--- src/rtl/rtc_pkg.sv ---
package rtc_pkg;
  parameter int unsigned WORD_W = 32;
  parameter int unsigned ADDR_W = 6;
  parameter int unsigned EVT_W  = 5;
  parameter int unsigned BAD_W  = 4;

  localparam int unsigned EV_ACK   = 0;
  localparam int unsigned EV_ALARM = 1;
  localparam int unsigned EV_SEC   = 2;
  localparam int unsigned EV_MIN   = 3;
  localparam int unsigned EV_DAY   = 4;

  localparam logic [ADDR_W-1:0] OFS_CTRL  = ADDR_W'('h00);
  localparam logic [ADDR_W-1:0] OFS_TIME  = ADDR_W'('h08);
  localparam logic [ADDR_W-1:0] OFS_CAL   = ADDR_W'('h0C);
  localparam logic [ADDR_W-1:0] OFS_TALM  = ADDR_W'('h10);
  localparam logic [ADDR_W-1:0] OFS_CALM  = ADDR_W'('h14);
  localparam logic [ADDR_W-1:0] OFS_STAT  = ADDR_W'('h18);
  localparam logic [ADDR_W-1:0] OFS_CLR   = ADDR_W'('h1C);
  localparam logic [ADDR_W-1:0] OFS_MSET  = ADDR_W'('h20);
  localparam logic [ADDR_W-1:0] OFS_MCLR  = ADDR_W'('h24);
  localparam logic [ADDR_W-1:0] OFS_MASK  = ADDR_W'('h28);
  localparam logic [ADDR_W-1:0] OFS_BAD   = ADDR_W'('h2C);

  typedef struct packed {
    logic [7:0] hour;
    logic [7:0] min;
    logic [7:0] sec;
  } clock_t;

  typedef struct packed {
    logic [7:0] cent;
    logic [7:0] year;
    logic [7:0] month;
    logic [7:0] wday;
    logic [7:0] mday;
  } date_t;

  // Next BCD value, wrapping from last back to first.
  function automatic logic [7:0] bcd_next(input logic [7:0] v, input logic [7:0] first,
                                          input logic [7:0] last);
    if (v == last) return first;
    if (v[3:0] == 4'd9) return {v[7:4] + 4'd1, 4'd0};
    return v + 8'd1;
  endfunction

  function automatic logic bcd_in(input logic [7:0] v, input logic [7:0] lo, input logic [7:0] hi);
    return (v[3:0] <= 4'd9) && (v[7:4] <= 4'd9) && (v >= lo) && (v <= hi);
  endfunction

  function automatic logic is_leap(input logic [7:0] yr);
    logic [7:0] bin;
    bin = ({4'd0, yr[7:4]} * 8'd10) + {4'd0, yr[3:0]};
    return bin[1:0] == 2'b00;
  endfunction

  function automatic logic [7:0] month_last(input logic [7:0] mon, input logic [7:0] yr);
    case (mon)
      8'h02:                      return is_leap(yr) ? 8'h29 : 8'h28;
      8'h04, 8'h06, 8'h09, 8'h11: return 8'h30;
      default:                    return 8'h31;
    endcase
  endfunction

  function automatic logic [WORD_W-1:0] clock_to_word(input clock_t c);
    return {9'd0, 1'b0, c.hour[5:0], 1'b0, c.min[6:0], 1'b0, c.sec[6:0]};
  endfunction

  function automatic clock_t word_to_clock(input logic [WORD_W-1:0] w);
    clock_t c;
    c.hour = {2'b00, w[21:16]};
    c.min  = {1'b0, w[14:8]};
    c.sec  = {1'b0, w[6:0]};
    return c;
  endfunction

  function automatic logic [WORD_W-1:0] date_to_word(input date_t d);
    return {2'b00, d.mday[5:0], d.wday[2:0], d.month[4:0], d.year, 1'b0, d.cent[6:0]};
  endfunction

  function automatic date_t word_to_date(input logic [WORD_W-1:0] w);
    date_t d;
    d.mday  = {2'b00, w[29:24]};
    d.wday  = {5'd0, w[23:21]};
    d.month = {3'd0, w[20:16]};
    d.year  = w[15:8];
    d.cent  = {1'b0, w[6:0]};
    return d;
  endfunction

  function automatic logic clock_ok(input clock_t c);
    return bcd_in(c.sec, 8'h00, 8'h59) && bcd_in(c.min, 8'h00, 8'h59) &&
           bcd_in(c.hour, 8'h00, 8'h23);
  endfunction

  function automatic logic date_ok(input date_t d);
    return bcd_in(d.cent, 8'h00, 8'h99) && bcd_in(d.year, 8'h00, 8'h99) &&
           bcd_in(d.month, 8'h01, 8'h12) && bcd_in(d.wday, 8'h01, 8'h07) &&
           bcd_in(d.mday, 8'h01, month_last(d.month, d.year));
  endfunction
endpackage

--- src/rtl/rtc_clock_cnt.sv ---
module rtc_clock_cnt
  import rtc_pkg::*;
#(
  parameter clock_t RESET_VAL = '0
) (
  input  logic   clk,
  input  logic   rst_n,
  input  logic   step,
  input  logic   load,
  input  clock_t load_val,
  output clock_t now,
  output logic   min_wrap,
  output logic   day_wrap
);
  logic sec_last, min_last, hour_last;

  assign sec_last  = (now.sec == 8'h59);
  assign min_last  = (now.min == 8'h59);
  assign hour_last = (now.hour == 8'h23);
  assign min_wrap  = step && sec_last;
  assign day_wrap  = min_wrap && min_last && hour_last;

  always_ff @(posedge clk or negedge rst_n) begin
    if (!rst_n) begin
      now <= RESET_VAL;
    end else if (load) begin
      now <= load_val;
    end else if (step) begin
      now.sec <= bcd_next(now.sec, 8'h00, 8'h59);
      if (sec_last) now.min <= bcd_next(now.min, 8'h00, 8'h59);
      if (sec_last && min_last) now.hour <= bcd_next(now.hour, 8'h00, 8'h23);
    end
  end
endmodule

--- src/rtl/rtc_date_cnt.sv ---
module rtc_date_cnt
  import rtc_pkg::*;
#(
  parameter date_t RESET_VAL = '{cent: 8'h20, year: 8'h00, month: 8'h01, wday: 8'h01, mday: 8'h01}
) (
  input  logic  clk,
  input  logic  rst_n,
  input  logic  step,
  input  logic  load,
  input  date_t load_val,
  output date_t now
);
  logic mday_last, month_last_q, year_last;

  assign mday_last    = (now.mday == month_last(now.month, now.year));
  assign month_last_q = (now.month == 8'h12);
  assign year_last    = (now.year == 8'h99);

  always_ff @(posedge clk or negedge rst_n) begin
    if (!rst_n) begin
      now <= RESET_VAL;
    end else if (load) begin
      now <= load_val;
    end else if (step) begin
      now.wday <= bcd_next(now.wday, 8'h01, 8'h07);
      now.mday <= mday_last ? 8'h01 : bcd_next(now.mday, 8'h01, 8'h31);
      if (mday_last) now.month <= bcd_next(now.month, 8'h01, 8'h12);
      if (mday_last && month_last_q) now.year <= bcd_next(now.year, 8'h00, 8'h99);
      if (mday_last && month_last_q && year_last) now.cent <= bcd_next(now.cent, 8'h00, 8'h99);
    end
  end
endmodule

--- src/rtl/rtc_alarm_cmp.sv ---
module rtc_alarm_cmp
  import rtc_pkg::*;
(
  input  clock_t            now_clk,
  input  date_t             now_date,
  input  logic [WORD_W-1:0] talm,
  input  logic [WORD_W-1:0] calm,
  output logic              hit
);
  logic en_sec, en_min, en_hour, en_mon, en_mday;
  logic eq_sec, eq_min, eq_hour, eq_mon, eq_mday;

  assign en_sec  = talm[7];
  assign en_min  = talm[15];
  assign en_hour = talm[23];
  assign en_mon  = calm[23];
  assign en_mday = calm[31];

  assign eq_sec  = (talm[6:0]   == now_clk.sec[6:0]);
  assign eq_min  = (talm[14:8]  == now_clk.min[6:0]);
  assign eq_hour = (talm[21:16] == now_clk.hour[5:0]);
  assign eq_mon  = (calm[20:16] == now_date.month[4:0]);
  assign eq_mday = (calm[29:24] == now_date.mday[5:0]);

  assign hit = (en_sec | en_min | en_hour | en_mon | en_mday) &&
               (!en_sec  || eq_sec)  && (!en_min || eq_min) && (!en_hour || eq_hour) &&
               (!en_mon  || eq_mon)  && (!en_mday || eq_mday);
endmodule

--- src/rtl/bcd_rtc.sv ---
module bcd_rtc
  import rtc_pkg::*;
(
  input  logic              clk,
  input  logic              rst_n,
  input  logic              tick_1hz,
  input  logic              req_valid,
  output logic              req_ready,
  input  logic              req_write,
  input  logic [ADDR_W-1:0] req_addr,
  input  logic [WORD_W-1:0] req_wdata,
  output logic              rsp_valid,
  output logic [WORD_W-1:0] rsp_rdata,
  output logic              irq
);
  logic [1:0]        upd_req;
  logic              halted;
  logic [EVT_W-1:0]  status, mask, ev_set;
  logic [BAD_W-1:0]  bad_entry;
  logic [WORD_W-1:0] talm_q, calm_q, rd_mux;
  logic              step, step_q, alarm_hit, min_wrap, day_wrap;
  logic              wr_en, rd_en, load_clk, load_date;
  clock_t            cur_clk, new_clk;
  date_t             cur_date, new_date;

  assign wr_en     = req_valid && req_write;
  assign rd_en     = req_valid && !req_write;
  assign req_ready = rst_n;
  assign step      = tick_1hz && (upd_req == 2'b00);
  assign new_clk   = word_to_clock(req_wdata);
  assign new_date  = word_to_date(req_wdata);
  assign load_clk  = wr_en && (req_addr == OFS_TIME) && halted && upd_req[0] && clock_ok(new_clk);
  assign load_date = wr_en && (req_addr == OFS_CAL) && halted && upd_req[1] && date_ok(new_date);

  rtc_clock_cnt u_clock (
    .clk(clk), .rst_n(rst_n), .step(step), .load(load_clk), .load_val(new_clk),
    .now(cur_clk), .min_wrap(min_wrap), .day_wrap(day_wrap)
  );

  rtc_date_cnt u_date (
    .clk(clk), .rst_n(rst_n), .step(day_wrap), .load(load_date), .load_val(new_date),
    .now(cur_date)
  );

  rtc_alarm_cmp u_alarm (
    .now_clk(cur_clk), .now_date(cur_date), .talm(talm_q), .calm(calm_q), .hit(alarm_hit)
  );

  function automatic logic talm_ok(input logic [WORD_W-1:0] w);
    return (!w[7]  || bcd_in({1'b0, w[6:0]}, 8'h00, 8'h59)) &&
           (!w[15] || bcd_in({1'b0, w[14:8]}, 8'h00, 8'h59)) &&
           (!w[23] || bcd_in({2'b00, w[21:16]}, 8'h00, 8'h23));
  endfunction

  function automatic logic calm_ok(input logic [WORD_W-1:0] w);
    return (!w[23] || bcd_in({3'd0, w[20:16]}, 8'h01, 8'h12)) &&
           (!w[31] || bcd_in({2'b00, w[29:24]}, 8'h01, 8'h31));
  endfunction

  always_comb begin
    ev_set           = '0;
    ev_set[EV_ACK]   = tick_1hz && (upd_req != 2'b00) && !halted;
    ev_set[EV_ALARM] = step_q && alarm_hit;
    ev_set[EV_SEC]   = step;
    ev_set[EV_MIN]   = min_wrap;
    ev_set[EV_DAY]   = day_wrap;
  end

  always_comb begin
    case (req_addr)
      OFS_CTRL: rd_mux = {{(WORD_W-2){1'b0}}, upd_req};
      OFS_TIME: rd_mux = clock_to_word(cur_clk);
      OFS_CAL:  rd_mux = date_to_word(cur_date);
      OFS_TALM: rd_mux = talm_q;
      OFS_CALM: rd_mux = calm_q;
      OFS_STAT: rd_mux = {{(WORD_W-EVT_W){1'b0}}, status};
      OFS_MASK: rd_mux = {{(WORD_W-EVT_W){1'b0}}, mask};
      OFS_BAD:  rd_mux = {{(WORD_W-BAD_W){1'b0}}, bad_entry};
      default:  rd_mux = '0;
    endcase
  end

  always_ff @(posedge clk or negedge rst_n) begin
    if (!rst_n) begin
      upd_req   <= '0;
      halted    <= 1'b0;
      status    <= '0;
      mask      <= '0;
      bad_entry <= '0;
      talm_q    <= '0;
      calm_q    <= '0;
      step_q    <= 1'b0;
      rsp_valid <= 1'b0;
      rsp_rdata <= '0;
    end else begin
      step_q    <= step;
      rsp_valid <= rd_en;
      if (rd_en) rsp_rdata <= rd_mux;

      if (wr_en && req_addr == OFS_CTRL) upd_req <= req_wdata[1:0];
      if (wr_en && req_addr == OFS_CTRL && req_wdata[1:0] == 2'b00) halted <= 1'b0;
      else if (ev_set[EV_ACK]) halted <= 1'b1;

      if (wr_en && req_addr == OFS_CLR) status <= (status & ~req_wdata[EVT_W-1:0]) | ev_set;
      else status <= status | ev_set;

      if (wr_en && req_addr == OFS_MSET) mask <= mask | req_wdata[EVT_W-1:0];
      if (wr_en && req_addr == OFS_MCLR) mask <= mask & ~req_wdata[EVT_W-1:0];

      if (wr_en && req_addr == OFS_TIME && halted && upd_req[0]) bad_entry[0] <= !clock_ok(new_clk);
      if (wr_en && req_addr == OFS_CAL && halted && upd_req[1])  bad_entry[1] <= !date_ok(new_date);
      if (wr_en && req_addr == OFS_TALM) begin
        bad_entry[2] <= !talm_ok(req_wdata);
        if (talm_ok(req_wdata)) talm_q <= req_wdata;
      end
      if (wr_en && req_addr == OFS_CALM) begin
        bad_entry[3] <= !calm_ok(req_wdata);
        if (calm_ok(req_wdata)) calm_q <= req_wdata;
      end
    end
  end

  assign irq = |(status & mask);
endmodule

--- config.mk ---
export PLATFORM = sky130hd
export DESIGN_NAME = bcd_rtc
export DESIGN_NICKNAME = d
export VERILOG_FILES = /design/src/rtl/rtc_pkg.sv /design/src/rtl/rtc_clock_cnt.sv /design/src/rtl/rtc_date_cnt.sv /design/src/rtl/rtc_alarm_cmp.sv /design/src/rtl/bcd_rtc.sv
export SDC_FILE = /design/constraint.sdc
export NUM_CORES = 1
export LEC_CHECK = 0
export BUFFER_PORTS_ARGS = -buffer_cell sky130_fd_sc_hd__buf_2
export CORE_ASPECT_RATIO = 0.6
export CORE_MARGIN = 2
export CORE_UTILIZATION = 59
export DETAILED_ROUTE_END_ITERATION = 7
export PLACE_DENSITY = 0.78
export SLEW_MARGIN = 20
export SYNTH_ARGS = -nofsm -noshare
export SYNTH_HDL_FRONTEND = slang
export SYNTH_SLANG_ARGS = --single-unit
export TNS_END_PERCENT = 100
--- constraint.sdc ---
create_clock -name clk -period 3.5 [get_ports clk]
set_clock_uncertainty 0.2 [all_clocks]
set_input_delay 0.175 -clock clk [delete_from_list [all_inputs] [get_ports clk]]
set_output_delay 0.175 -clock clk [all_outputs]
set_load 0.01 [all_outputs]
==> flow_summary.json <==
{
  "cts_root_buffer": "sky130_fd_sc_hd__clkbuf_16",
  "worst_setup_path_startpoint": "req_wdata[12]",
  "crit_arrival_ns": 3.50,
  "firstDrtPassIters": 6,
  "layout_worst_path_cycle_share_pct": 96.20,
  "tritoncts": "yes",
  "grt_pass1_vias": 8695,
  "outcome": "completed",
  "worst_slew_margin_rel_pct": 32.10,
  "fin_util_pct": 71.12,
  "grt_first_pass_wirelength_um": 49580,
  "drt.antenna.violating_nets": 0,
  "avgViaCountPerCell": 6.422,
  "chipWidth_um": 175.9,
  "synth_edf_count": 0,
  "cap_viol_max_count": 0,
  "tritoncts.num_buffers": 17,
  "setup-violations-final": 0,
  "groute.usage.overall_pct": 34.73,
  "post_synth_most_frequent_cells": "sky130_fd_sc_hd__dfrtp_1, sky130_fd_sc_hd__nand2_1, sky130_fd_sc_hd__o21ai_0, sky130_fd_sc_hd__nor2_1, sky130_fd_sc_hd__a21oi_1",
  "grt_setup_unrepaired": "false",
  "ys_ff_latch": 179,
  "groute.layer.met3.usage_pct": 12.38,
  "synthDominantAreaCellType": "sky130_fd_sc_hd__dfrtp_1",
  "hp-start": "req_valid",
  "synth.most_common_cell": "sky130_fd_sc_hd__dfrtp_1",
  "die-height_um": 107.2,
  "worst_ir_drop_vdd_mv": 0.2942,
  "crit_fanout": 8,
  "clk_latency_ns": 0.44,
  "cts-root-to-sink-buffers": 2,
  "flow.area_growth_from_synthesis_pct": 17.36,
  "syn-num-nets": 1196,
  "num_vias": 9511,
  "initial_utilization_pct": 60.60,
  "gr-max-usage-layer": "met1",
  "sequential_element_share_of_the_synthesized_area_pct": 42.86,
  "design.core.area_um2": 17270,
  "finalHoldViolations": 0,
  "post_synth.cell_area_avg_um2": 9.343,
  "proportion_of_netlist_area_held_by_the_largest_area_contributor_pct": 41.85,
  "finish.net_count": 1308,
  "gp_routability_congestion": 0.9643,
  "dpl_worst_slack_ns": 0.1997,
  "timing.fmax_mhz": 297.0,
  "timing.final.crit_period_ns": 3.367,
  "drt-initial-drc-count": 1259,
  "aggregate_global_routing_overflow": 0,
  "synthArstFlopShare_pct": 100.0,
  "wp_data_required_ns": 3.63,
  "timing_max_transition_violations_final": 0,
  "grtUsageMet2_pct": 46.54,
  "antenna_found_initial": 1,
  "ys_types": 80,
  "post_route_cells_drive_above_1_share_pct": 19.92,
  "clkSlewWorstSetupHoldPaths_ns": 0.07,
  "pwr_density_cell_nw_per_um2": 383.1,
  "cts.sink_count": 179,
  "setup_ws_ns": 0.1331,
  "route.detailed.drc": 0,
  "hold_path.class": "in -> reg",
  "dieArea_um2": 18850,
  "grt_util_met1_pct": 52.70,
  "grt_start_max_net_pins": 99,
  "whs_ns": 0.06446,
  "mappedNetlistArea_um2": 10460,
  "synth_top_flop_cell": "sky130_fd_sc_hd__dfrtp_1",
  "synth_warnings": 0,
  "leakagePower_nw": 5.611,
  "route.final.wire_length_um": 31850,
  "worstSetupStartpointType": "input port",
  "place_hpwl_um": 22270,
  "synthesis.instances": 1120,
  "placement.io_buffers": 77,
  "pin_count": 78,
  "post_synth_main_area_contributors": "sky130_fd_sc_hd__dfrtp_1, sky130_fd_sc_hd__mux2_2, sky130_fd_sc_hd__nand2_1",
  "worstReg2RegStart": "u_clock.now[1]",
  "worst_slew_pin_slew_ns": 1.016,
  "fin_tns_setup_ns": 0,
  "routedWlPerCell_um": 21.50,
  "worstSetupPathType": "in -> reg",
  "critical_path.endpoint_type": "flop",
  "h-tree-depth": 4,
  "count_of_standard_cell_rows": 37
}
-- layer usage --
| metal | vias to the layer above | routed length, um |
|---|---|---|
| li1 | 4316 | - |
| met1 | 4652 | 14240 |
| met2 | 488 | 12800 |
| met3 | 55 | 4180 |
| met4 | 0 | 621 |
| met5 | - | 0 |
-- cells by family after synthesis --
logic type	Yosys count	share of synthesized area (%)
buf+inv	108	4.221
fa+ha+maj	34	4.042
simple gates	383	18.52
flops	179	42.86
mux	76	7.999
xor+xnor	45	3.767
compound gates	295	18.59
-- timing repair --
| item | in CTS | in global routing |
|---|---|---|
| setup buffers | 0 | 5 |
| setup endpoints to repair | 0 | 12 |
| hold buffers | 36 | 0 |
| gates resized for setup | 0 | 7 |
| hold endpoints to repair | 217 | 0 |
-- through the flow --
step	total power [mW]	area, um^2	instances
after detailed placement	2.785	11250	1404
final	4.705	12280	1481
after CTS	4.692	12190	1472
after floorplan	2.576	10460	1120
after global routing	4.853	12280	1479
after global placement	2.774	11250	1404
-- critical path, stage by stage --
cell	delay, ns
sky130_fd_sc_hd__dlygate4sd3_1	0.54
sky130_fd_sc_hd__buf_2	0.16
sky130_fd_sc_hd__xor2_1	0.14
sky130_fd_sc_hd__o21a_1	0.16
sky130_fd_sc_hd__o21ai_0	0.16
sky130_fd_sc_hd__nor2_1	0.06
sky130_fd_sc_hd__a21oi_1	0.12
sky130_fd_sc_hd__buf_4	0.16
sky130_fd_sc_hd__ha_1	0.13
sky130_fd_sc_hd__or3b_2	0.43
sky130_fd_sc_hd__a21o_1	0.20
sky130_fd_sc_hd__a21oi_2	0.18
sky130_fd_sc_hd__buf_4	0.15
sky130_fd_sc_hd__o2111ai_4	0.20
sky130_fd_sc_hd__buf_6	0.23
sky130_fd_sc_hd__buf_4	0.13
sky130_fd_sc_hd__o21a_1	0.16
-- state kept, by name, indices dropped and copies added, names as in the netlist, named ones only --
signal and count:
step_q 1, status 5, halted 1, upd_req 2
rsp_rdata 32, rsp_valid 1, bad_entry 4, talm_q 32
u_date.now 40, calm_q 32, u_clock.now 24
-- path summary, 6_finish.rpt --
path / endpoint / slack (ns) / cells after the start
min in group asynchronous: talm_q[6] / 0.16 / 2
min reg2reg: status[0] / 0.27 / 1
max reg2reg: u_date.now[35] / 0.22 / 9
max: u_date.now[35] / 0.13 / 17
max in group asynchronous: u_date.now[37] / 1.93 / 3
min: flop / 0.06 / 5
-- area by class of cell --
class	instances	area (um^2)
Timing Repair Buffer	166	1217
Inverter	35	131.4
Sequential cell	179	4484
Clock buffer	18	429.2
Tap cell	234	292.8
Fill cell	1302	4987
Multi-Input combinational cell	833	5573
Clock inverter	14	147.6
Antenna cell	2	5.005
-- power by group --
part	leakage [nW]	total, mW	internal, mW	switching, mW
Clock	0.272	1.90	1.00	0.900
Combinational	2.93	0.509	0.223	0.286
Sequential	2.41	2.29	2.16	0.135
Total	5.61	4.70	3.38	1.32
-- placed cells by master, fill, tap and decap left out, drive strengths merged, types with 16 or more instances in the layout --
cell type / netlist / final
nand2: 128 / 128
dlygate4sd3: 0 / 36
clkbuf: 50 / 19
a221oi: 19 / 19
xnor2: 21 / 21
buf: 23 / 129
nor3: 24 / 24
dfrtp: 175 / 175
nor2: 81 / 81
a21oi: 68 / 68
mux2: 61 / 61
ha: 33 / 33
nand3: 36 / 36
xor2: 24 / 24
o21ai: 92 / 92
inv: 35 / 41
a22o: 16 / 16
Power figures use the tool's default switching activity.
